==> config.mk <==
export PLATFORM = sky130hd
export DESIGN_NAME = rx_poll_seq
export DESIGN_NICKNAME = d
export VERILOG_FILES = /design/src/rtl/rx_poll_pkg.sv /design/src/rtl/rx_poll_len.sv /design/src/rtl/rx_poll_dcnt.sv /design/src/rtl/rx_poll_fsm.sv /design/src/rtl/rx_poll_seq.sv
export SDC_FILE = /design/constraint.sdc
export NUM_CORES = 1
export LEC_CHECK = 0
export BUFFER_PORTS_ARGS = -buffer_cell sky130_fd_sc_hd__buf_2
export CAP_MARGIN = 20
export CORE_ASPECT_RATIO = 0.5
export CORE_UTILIZATION = 36
export DETAILED_ROUTE_END_ITERATION = 8
export HOLD_SLACK_MARGIN = 0.15
export PLACE_DENSITY_LB_ADDON = 0.2
export SLEW_MARGIN = 40
export SYNTH_ARGS = -nofsm -noshare
export SYNTH_HDL_FRONTEND = slang
export SYNTH_SLANG_ARGS = --single-unit
==> constraint.sdc <==
create_clock -name clk_i -period 3.35 [get_ports clk_i]
set_input_delay 0.335 -clock clk_i [delete_from_list [all_inputs] [get_ports clk_i]]
set_output_delay 0.335 -clock clk_i [all_outputs]
set_load 0.03 [all_outputs]
==> src/rtl/rx_poll_pkg.sv <==
package rx_poll_pkg;
  typedef enum logic [2:0] {
    PH_ARM   = 3'd0,
    PH_SLEEP = 3'd1,
    PH_PLL   = 3'd2,
    PH_SIGP  = 3'd3,
    PH_BCHK  = 3'd4,
    PH_RX    = 3'd5
  } phase_e;
endpackage

==> src/rtl/rx_poll_len.sv <==
module rx_poll_len #(
  parameter int CODE_W   = 5,
  parameter int BASE_CYC = 1024,
  parameter int EXT_MUL  = 8,
  parameter int LEN_W    = 19
) (
  input  logic [CODE_W-1:0] code_i,
  input  logic              ext_i,
  output logic [LEN_W-1:0]  len_o,
  output logic              zero_o
);
  localparam bit POW2 = ((BASE_CYC & (BASE_CYC - 1)) == 0) &&
                        ((EXT_MUL & (EXT_MUL - 1)) == 0);
  localparam int SH_B = $clog2(BASE_CYC);
  localparam int SH_E = $clog2(EXT_MUL);

  logic [LEN_W-1:0] code_x;
  assign code_x = LEN_W'(code_i);
  assign zero_o = (code_i == '0);

  generate
    if (POW2) begin : g_shift
      assign len_o = ext_i ? (code_x << (SH_B + SH_E)) : (code_x << SH_B);
    end else begin : g_mult
      logic [LEN_W-1:0] base_len;
      assign base_len = code_x * LEN_W'(BASE_CYC);
      assign len_o    = ext_i ? base_len * LEN_W'(EXT_MUL) : base_len;
    end
  endgenerate
endmodule

==> src/rtl/rx_poll_dcnt.sv <==
module rx_poll_dcnt #(
  parameter int W = 8
) (
  input  logic         clk_i,
  input  logic         rst_ni,
  input  logic         load_i,
  input  logic [W-1:0] load_val_i,
  input  logic         dec_i,
  output logic         zero_o
);
  logic [W-1:0] cnt_q;

  always_ff @(posedge clk_i or negedge rst_ni) begin
    if (!rst_ni)                     cnt_q <= '0;
    else if (load_i)                 cnt_q <= load_val_i;
    else if (dec_i && cnt_q != '0)   cnt_q <= cnt_q - W'(1);
  end

  assign zero_o = (cnt_q == '0);

  AST_DCNT_STEP: assert property (@(posedge clk_i) disable iff (!rst_ni)
    (dec_i && !load_i && cnt_q != '0) |=> (cnt_q == $past(cnt_q) - W'(1)));
  AST_DCNT_HOLD: assert property (@(posedge clk_i) disable iff (!rst_ni)
    (!dec_i && !load_i) |=> $stable(cnt_q));
endmodule

==> src/rtl/rx_poll_fsm.sv <==
module rx_poll_fsm
  import rx_poll_pkg::*;
(
  input  logic clk_i,
  input  logic rst_ni,
  input  logic pll_lock_i,
  input  logic bchk_done_i,
  input  logic bchk_pass_i,
  input  logic rx_clear_i,
  input  logic len_zero_i,
  input  logic slp_zero_i,
  input  logic fix_zero_i,
  output logic slp_load_o,
  output logic slp_dec_o,
  output logic fix_load_o,
  output logic fix_dec_o,
  output logic sleep_o,
  output logic pll_en_o,
  output logic sigp_en_o,
  output logic bchk_en_o,
  output logic rx_flag_o
);
  phase_e ph_q, ph_d;
  logic   go_sleep;

  always_comb begin
    ph_d       = ph_q;
    go_sleep   = 1'b0;
    fix_load_o = 1'b0;
    slp_dec_o  = 1'b0;
    fix_dec_o  = 1'b0;
    unique case (ph_q)
      PH_ARM:   go_sleep = 1'b1;
      PH_SLEEP: if (slp_zero_i) ph_d = PH_PLL; else slp_dec_o = 1'b1;
      PH_PLL:   if (pll_lock_i) begin ph_d = PH_SIGP; fix_load_o = 1'b1; end
      PH_SIGP:  if (fix_zero_i) ph_d = PH_BCHK; else fix_dec_o = 1'b1;
      PH_BCHK:  if (bchk_done_i) begin
                  if (bchk_pass_i) ph_d = PH_RX;
                  else             go_sleep = 1'b1;
                end
      PH_RX:    if (rx_clear_i) go_sleep = 1'b1;
      default:  ph_d = PH_ARM;
    endcase
    // sleep entry: a zero-length sleep goes straight to start-up
    if (go_sleep) ph_d = len_zero_i ? PH_PLL : PH_SLEEP;
  end

  assign slp_load_o = go_sleep && !len_zero_i;

  always_ff @(posedge clk_i or negedge rst_ni) begin
    if (!rst_ni) ph_q <= PH_ARM;
    else         ph_q <= ph_d;
  end

  assign sleep_o   = (ph_q == PH_SLEEP);
  assign pll_en_o  = (ph_q == PH_PLL);
  assign sigp_en_o = (ph_q == PH_SIGP);
  assign bchk_en_o = (ph_q == PH_BCHK);
  assign rx_flag_o = (ph_q == PH_RX);

  AST_ONE_PHASE: assert property (@(posedge clk_i) disable iff (!rst_ni)
    $onehot0({sleep_o, pll_en_o, sigp_en_o, bchk_en_o, rx_flag_o}));
  AST_PLL_WAIT: assert property (@(posedge clk_i) disable iff (!rst_ni)
    (pll_en_o && !pll_lock_i) |=> pll_en_o);
  AST_PLL_LOCK: assert property (@(posedge clk_i) disable iff (!rst_ni)
    (pll_en_o && pll_lock_i) |=> sigp_en_o);
  AST_SIGP_END: assert property (@(posedge clk_i) disable iff (!rst_ni)
    (sigp_en_o && fix_zero_i) |=> bchk_en_o);
  AST_BCHK_PASS: assert property (@(posedge clk_i) disable iff (!rst_ni)
    (bchk_en_o && bchk_done_i && bchk_pass_i) |=> rx_flag_o);
  AST_BCHK_WAIT: assert property (@(posedge clk_i) disable iff (!rst_ni)
    (bchk_en_o && !bchk_done_i) |=> bchk_en_o);
  AST_RX_HOLD: assert property (@(posedge clk_i) disable iff (!rst_ni)
    (rx_flag_o && !rx_clear_i) |=> rx_flag_o);
  AST_SLEEP_EXIT: assert property (@(posedge clk_i) disable iff (!rst_ni)
    (sleep_o && slp_zero_i) |=> pll_en_o);
endmodule

==> src/rtl/rx_poll_seq.sv <==
module rx_poll_seq #(
  parameter int CODE_W   = 5,
  parameter int BASE_CYC = 1024,
  parameter int EXT_MUL  = 8,
  parameter int SIGP_CYC = 64
) (
  input  logic              clk_i,
  input  logic              rst_ni,
  input  logic [CODE_W-1:0] sleep_code_i,
  input  logic              ext_sel_i,
  input  logic              pll_lock_i,
  input  logic              bchk_done_i,
  input  logic              bchk_pass_i,
  input  logic              rx_clear_i,
  output logic              sleep_o,
  output logic              pll_en_o,
  output logic              sigp_en_o,
  output logic              bchk_en_o,
  output logic              rx_flag_o
);
  localparam int LEN_W = CODE_W + $clog2(BASE_CYC) + $clog2(EXT_MUL) + 1;
  localparam int FIX_W = $clog2(SIGP_CYC) + 1;

  logic [LEN_W-1:0] len;
  logic len_zero, slp_zero, fix_zero;
  logic slp_load, slp_dec, fix_load, fix_dec;

  rx_poll_len #(
    .CODE_W(CODE_W), .BASE_CYC(BASE_CYC), .EXT_MUL(EXT_MUL), .LEN_W(LEN_W)
  ) u_len (
    .code_i(sleep_code_i), .ext_i(ext_sel_i), .len_o(len), .zero_o(len_zero)
  );

  rx_poll_dcnt #(.W(LEN_W)) u_slp_cnt (
    .clk_i(clk_i), .rst_ni(rst_ni), .load_i(slp_load),
    .load_val_i(len - LEN_W'(1)), .dec_i(slp_dec), .zero_o(slp_zero)
  );

  rx_poll_dcnt #(.W(FIX_W)) u_fix_cnt (
    .clk_i(clk_i), .rst_ni(rst_ni), .load_i(fix_load),
    .load_val_i(FIX_W'(SIGP_CYC - 1)), .dec_i(fix_dec), .zero_o(fix_zero)
  );

  rx_poll_fsm u_fsm (
    .clk_i(clk_i), .rst_ni(rst_ni), .pll_lock_i(pll_lock_i),
    .bchk_done_i(bchk_done_i), .bchk_pass_i(bchk_pass_i), .rx_clear_i(rx_clear_i),
    .len_zero_i(len_zero), .slp_zero_i(slp_zero), .fix_zero_i(fix_zero),
    .slp_load_o(slp_load), .slp_dec_o(slp_dec),
    .fix_load_o(fix_load), .fix_dec_o(fix_dec),
    .sleep_o(sleep_o), .pll_en_o(pll_en_o), .sigp_en_o(sigp_en_o),
    .bchk_en_o(bchk_en_o), .rx_flag_o(rx_flag_o)
  );
endmodule

Word level (Yosys, flattened, before mapping)

Cells that the tools add are included.

Memories kept: 0
Input port bits: 12
Latch bits: 0
Bits in registers: 29
RAM bits: 0
Output and inout port bits: 5
Logic and storage cells: 54
Bits in read-only memories: 0

Equality and inequality tests: 11
Bitwise gates (word level): 0
Div/mod/pow operators: 0
Shift-type cells: 0
Reductions and logical operators: 14
Multipliers: 0
Add/subtract/negate cells: 3
$lt $le $gt $ge: 0
Muxes and demuxes: 23

Operators by type and width:

| operator              | count |
|---|---|
| $mux 19               | 2 |
| $sub 19x1->19 const B | 2 |
| $logic_not 19->1      | 1 |
| $reduce_bool 19->1    | 1 |
| $mux 18               | 1 |
| $mux 3                | 6 |
| $pmux 3 s5            | 1 |
| $mux 7                | 2 |
| $mux 1                | 9 |
| $ne 3x2->1 const B    | 3 |
| $logic_not 7->1       | 1 |
| $reduce_bool 7->1     | 1 |
| $sub 7x1->7 const B   | 1 |
| $eq 3x2->1 const B    | 2 |
| $eq 3x3->1 const B    | 2 |
| $ne 3x1->1 const B    | 2 |
| $reduce_and 6->1      | 1 |
| $logic_not 5->1       | 1 |
| $reduce_bool 2->1     | 2 |
| $eq 3x1->1 const B    | 1 |
| $logic_and 1x1->1     | 3 |
| $logic_not 3->1       | 1 |
| $pmux 1 s3            | 1 |
| $mux 2                | 1 |
| 3 further kinds       | 3 |

Depth between registers and ports, before layout

Word-level depth: 6
Mapped depth: 15
Gate-level depth less buffers: 11

Cells and area by module

A second synthesis with hierarchy kept.

Cell total of the unflattened synthesis: 304
Area total of the unflattened synthesis: 2499.9 µm²

Modules (own cells, without submodules):

| module                    | instances | cells each | area each (µm²) |
|---|---|---|---|
| rx_poll_dcnt at u_slp_cnt | 1         | 146        | 1238.7 |
| rx_poll_dcnt at u_fix_cnt | 1         | 52         | 461.7 |
| rx_poll_seq               | 1         | 49         | 349.1 |
| rx_poll_fsm               | 1         | 35         | 291.5 |
| rx_poll_len               | 1         | 22         | 158.9 |

Worst setup path after synthesis

Ideal clock, no wire load.

Kind: reg-to-reg
Start point: reg u_fsm.ph_q[0]
End point: reg u_slp_cnt.cnt_q[18]
Period minus slack after synthesis: 3.216 ns
Required time: 3.273 ns
Stages on the path, launching flop included: 16
Arrival: 3.138 ns
Buffers on the path: 4
Path slack: 0.134 ns
Cell sequence: dfrtp_1 > buf_6 > a21boi_2 > a311oi_2 > buf_4 > nand2_4 > clkbuf_1 > clkbuf_1 > nand2_1 > ha_1 > nor2b_1 > nand4_1 > a211oi_1 > a21oi_1 > or4_1 > a21oi_1

Longest elaborated chain between the ends: 4

RTL lines:

| item                                         | RTL line                              | text |
|---|---|---|
| from (decl)                                  | rx_poll_fsm.sv:23                     | `phase_e ph_q, ph_d;` |
| from (signal assigned)                       | rx_poll_fsm.sv:52                     | `else ph_q <= ph_d;` |
| $eq 3x3->1, or another cell as far along     | rx_poll_fsm.sv:32                     | `unique case (ph_q)` |
| $pmux 1 s3 or $mux 1 (tied branches)         | rx_poll_fsm.sv:32                     |  |
| $logic_and 1x1->1, on equally long branches  | rx_poll_fsm.sv:48, rx_poll_dcnt.sv:16 |  |
| $mux 19 or $reduce_bool 2->1 (tied branches) | --                                    |  |
| to (signal assigned)                         | rx_poll_dcnt.sv:15                    | `else if (load_i) cnt_q <= load_val_i;` |
| to (signal assigned)                         | rx_poll_dcnt.sv:16                    | `else if (dec_i && cnt_q != '0) cnt_q <= cnt_q - W'(1);` |
| to (decl)                                    | rx_poll_dcnt.sv:11                    | `logic [W-1:0] cnt_q;` |

Several ways; a longest one is shown, not always the timed one.
A chain may end at the register's enable or synchronous reset.

Final worst setup path

Same ends and word-level chain as after synthesis.

==> key figures <==
GRT
  • Number of global-route vias before repair: 1783
  • Global routing usage summed across all routing layers: 18.96%
  • GRT overflow: 0
  • Maximum number of pins on one net before global-route repair: 30
  • First-pass GRT wire length: 8.411 mm
  • Initial antenna violation count: 0

Synth
  • Share of async-settable or async-resettable flops after synthesis: 100.0%
  • Portion of synthesized cell area occupied by the leading cell type: 36.43%
  • Count of unique library cells instantiated by Yosys: 62
  • Number of storage elements in the synthesis netlist: 29
  • Area leader, netlist: sky130_fd_sc_hd__dfrtp_1
  • Number of synthesized flops with an enable pin: 0
  • Cell types with the largest area share after synthesis: sky130_fd_sc_hd__dfrtp_1, sky130_fd_sc_hd__xnor2_1, sky130_fd_sc_hd__nand2_1
  • Post-Synthesis Cells: 228
  • Most instantiated flip-flop cell in the synthesis netlist: sky130_fd_sc_hd__dfrtp_1
  • Synthesized area divided by synthesized cell count: between 8 and 9 µm²
  • Synthesized Nets: approximately 240
  • Post-synthesis sequential area ratio: 36.43%
  • Syn. warnings: 0
  • Post-synthesis instance area: roughly 2000 µm²

Setup path
  • Crit path kind: reg2reg
  • Endpoint type of the worst setup path: register
  • Crit path DAT: 3.15 ns
  • Critical-path cell list: a21boi_2 > a311oi_2 > nand2_4 > nand2_1 > ha_1 > nor2b_1 > nand4_1 > a211oi_1 > a21oi_1 > or4_1 > a21oi_1
  • Slowest stage delay, CP: 0.54 ns
  • Most frequent CP cell: sky130_fd_sc_hd__a21oi_1
  • Largest fanout on the critical path: 12
  • Source of the critical timing path: u_fsm.ph_q[0]
  • Worst Path Buf+Inv: 0
  • Worst Path Required: between 3 and 4 ns
  • Launch instance of the worst register-to-register path: u_fsm.ph_q[0]
  • Nature of the critical path startpoint: register
  • Slowest cell on the critical path: sky130_fd_sc_hd__or4_1
  • Cell family contributing the most delay on the critical path: simple AND/OR/NAND/NOR gates

Timing
  • Final Max Tran Viols: 0
  • Worst Max-Slew Pin Slew: 0.6669 ns
  • Fmax: 340.6 MHz
  • Setup Viol. Count Final: 0
  • Worst clock skew on the final layout: 0.006903 ns
  • Sum Neg Setup Slack: 0 ns
  • RSZ-0062 raised after global routing: no
  • Hold Vio Cnt, Final: 0
  • Final worst path period share: between 80% and 90%
  • Minimum clock period after layout: slightly below 3 ns
  • Worst relative slew slack: 55.54%
  • Hold slack: around 0.24 ns

Pwr
  • Switching power summed over all nets: 907.5 µW
  • Sequential Power Share: 31.3%
  • Peak supply drop: 0.0003233 V
  • Cell Pwr Density: between 800 and 900 nW/µm²
  • Portion of total power attributed to combinational logic: between 50% and 60%
  • Sw Ratio: 46.18%
  • Total leakage power: a little under 0.9 nW
  • Internal: 1.058 mW
  • Clock group share of total power: 16.7%

CTS
  • Maximum clock insertion buffer count: 2
  • Buffers inserted during post-CTS setup optimization: 0
  • Post-CTS clock slew at the launch and capture registers of the worst setup and hold paths: 0.07 ns
  • Sinks on Clock Net: 29
  • Root buf cell: sky130_fd_sc_hd__clkbuf_8
  • Clock latency at the later pin of the worst-skew pair: between 0.2 and 0.3 ns
  • Post-cts gate resize count: 0
  • CTS Buf Count: 5
  • CTS tree: built
  • Hold-fix buffer count after cts: 1
  • H-tree Lvls: 2

Floorplanning
  • Total Die Area: 5853 µm²
  • Placeable Area: 5112 µm²
  • Cell row count: 18
  • Die Span X: 107.2 µm
  • Initial Utilization: 38.96%
  • Height of the chip: roughly 55 µm
  • I/O pin count: 17

Route
  • Remaining antenna violation count: 0
  • Routed len/inst: 14.81 µm
  • Drt first pass iters: 4
  • Vias per Instance: 5.616
  • Detailed Route Iter0 Violations: 83
  • Count of vias placed by the detailed router: 1797
  • Residual DRC count: 0
  • Post-Route WL: 4.739 mm

Finish
  • Final design instance area without fill: 2265 µm²
  • Syn-to-layout area delta: 13.69%
  • Filler cell count in the final layout: 514
  • Nets: 264
  • Inserted Diodes: 0
  • Share of layout cells above drive strength 1: 17.60%

Placed design
  • Routability Congestion: slightly above 0.8
  • Port-buffer cells: 16
  • HPWL reported at the end of detailed placement: 3.421 mm
  • Post-detailed-placement cell area: 2153 µm²

Min path
  • Class of the most critical hold timing path: in2reg
  • Beginning of the worst hold path: pll_lock_i

Run
  • Max-cap violations: 0

Outcome
  • Result of the run: finished clean
==> metrics by stage <==
step | std cells | total power [mW] | worst slack (ns) | utilization (%)
after floorplan | 228 | 1.374 | 0.1344 | -
after global placement | 311 | 1.628 | 0.5985 | 42.12
after detailed placement | 311 | 1.636 | 0.4303 | 42.12
after CTS | 320 | 1.973 | 0.4019 | 44.30
after global routing | 320 | 2.131 | 0.1653 | 44.30
final | 320 | 1.965 | 0.4136 | 44.30
==> path summary, 6_finish.rpt <==
path                                             to  slack [ns]  depth (start not counted)
worst max register to register  u_slp_cnt.cnt_q[18]        0.41                         11
max in group asynchronous        u_slp_cnt.cnt_q[4]        2.30                          2
worst min register to register   u_fix_cnt.cnt_q[5]        0.52                          2
worst max-delay path            u_slp_cnt.cnt_q[18]        0.41                         11
worst min-delay path             u_fix_cnt.cnt_q[6]        0.24                          2
min in group asynchronous        u_fix_cnt.cnt_q[6]        0.61                          2
==> cell usage in the layout, fill, tap and decap left out, types with 2 or more instances in the layout <==
cell type,instances
sky130_fd_sc_hd__nand4_1,2
sky130_fd_sc_hd__nor4_1,5
sky130_fd_sc_hd__or3_1,6
sky130_fd_sc_hd__xnor2_1,11
sky130_fd_sc_hd__buf_2,16
sky130_fd_sc_hd__o31ai_1,2
sky130_fd_sc_hd__inv_1,10
sky130_fd_sc_hd__a22o_1,2
sky130_fd_sc_hd__xor2_1,3
sky130_fd_sc_hd__buf_4,5
sky130_fd_sc_hd__nand3b_1,3
sky130_fd_sc_hd__o211a_1,2
sky130_fd_sc_hd__dfrtp_1,29
sky130_fd_sc_hd__nor3_2,3
sky130_fd_sc_hd__nor2_1,18
sky130_fd_sc_hd__a211oi_1,2
sky130_fd_sc_hd__o21a_1,4
sky130_fd_sc_hd__and3_1,4
sky130_fd_sc_hd__nand3_1,9
sky130_fd_sc_hd__nor3_1,9
sky130_fd_sc_hd__o21bai_1,2
sky130_fd_sc_hd__a21oi_1,14
sky130_fd_sc_hd__or4_1,2
sky130_fd_sc_hd__o21ai_0,12
sky130_fd_sc_hd__ha_1,3
sky130_fd_sc_hd__nand2_1,24
sky130_fd_sc_hd__clkbuf_8,7
sky130_fd_sc_hd__o2111ai_1,2
sky130_fd_sc_hd__a311oi_1,2
sky130_fd_sc_hd__nor2b_1,2
sky130_fd_sc_hd__o21ai_1,2
sky130_fd_sc_hd__mux2_2,2
==> layer usage <==
| layer | global-route usage [%] | vias up | wire length (µm) |
|---|---|---|---|
| li1 | - | 884 | - |
| met1 | 24.98 | 857 | 2376 |
| met3 | 5.119 | 10 | 308 |
| met4 | 7.306 | 0 | 80 |
| met2 | 30.32 | 46 | 1974 |
| met5 | 0 | - | 0 |
==> layout make-up <==
class	instances	area, µm²	area share (%)
timing repair buffer	22	127.6	5.635
multi-input combinational	180	1181	52.15
inverter	11	41.29	1.823
clock inverter	1	5.005	0.2210
tap	70	87.58	3.867
sequential	29	725.7	32.04
clock buffer	7	96.34	4.254
==> power groups by stage <==
| stage | registers [mW] | logic (mW) | clock network [mW] |
|---|---|---|---|
| 2_1_floorplan | 0.574 | 0.800 | 0 |
| 3_3_place_gp | 0.617 | 1.01 | 0 |
| 3_5_place_dp | 0.618 | 1.02 | 0 |
| 4_1_cts | 0.613 | 1.02 | 0.339 |
| 5_1_grt | 0.636 | 1.14 | 0.355 |
| 6_report | 0.615 | 1.02 | 0.328 |
==> cells by family (layout without fill, tap and decap cells) <==
family / after synthesis / in the layout / synth area share [%]
multiplexers: 3 / 3 / 1.633
adder cells (fa/ha/maj): 3 / 3 / 1.885
XOR/XNOR: 14 / 14 / 6.156
buffers and inverters: 19 / 41 / 4.271
AO/OA/AOI/OAI: 62 / 62 / 22.30
AND/OR/NAND/NOR: 98 / 98 / 27.32
flip-flops: 29 / 29 / 36.43
==> cell usage after synthesis, drive strengths merged (2+ instances only) <==
cell type,number
nand4,2
o21a,4
nor3,12
nor4,7
o2111ai,3
o21ai,14
xor2,3
dfrtp,29
ha,3
clkbuf,4
a22o,2
or3,6
inv,11
nor2,19
or4,2
mux2,2
o211a,2
nand2,25
o21bai,2
a21oi,14
buf,4
nand3,9
a311oi,3
nand3b,3
a31oi,2
a211oi,2
o31ai,2
and3,4
xnor2,11
nor2b,2
==> sequential cells by signal, indices dropped and copies added (netlist names) <==
signal           count
u_fix_cnt.cnt_q      7
u_fsm.ph_q           3
u_slp_cnt.cnt_q     19
==> worst register-to-register path, delay by kind of cell (launching register included) <==
kind,cells,cell delay [ns]
fa+ha+maj,1,0.17
compound gates,5,1.12
simple gates,5,1.12
flops,1,0.47
No activity file was read; power rests on OpenSTA's default activity.
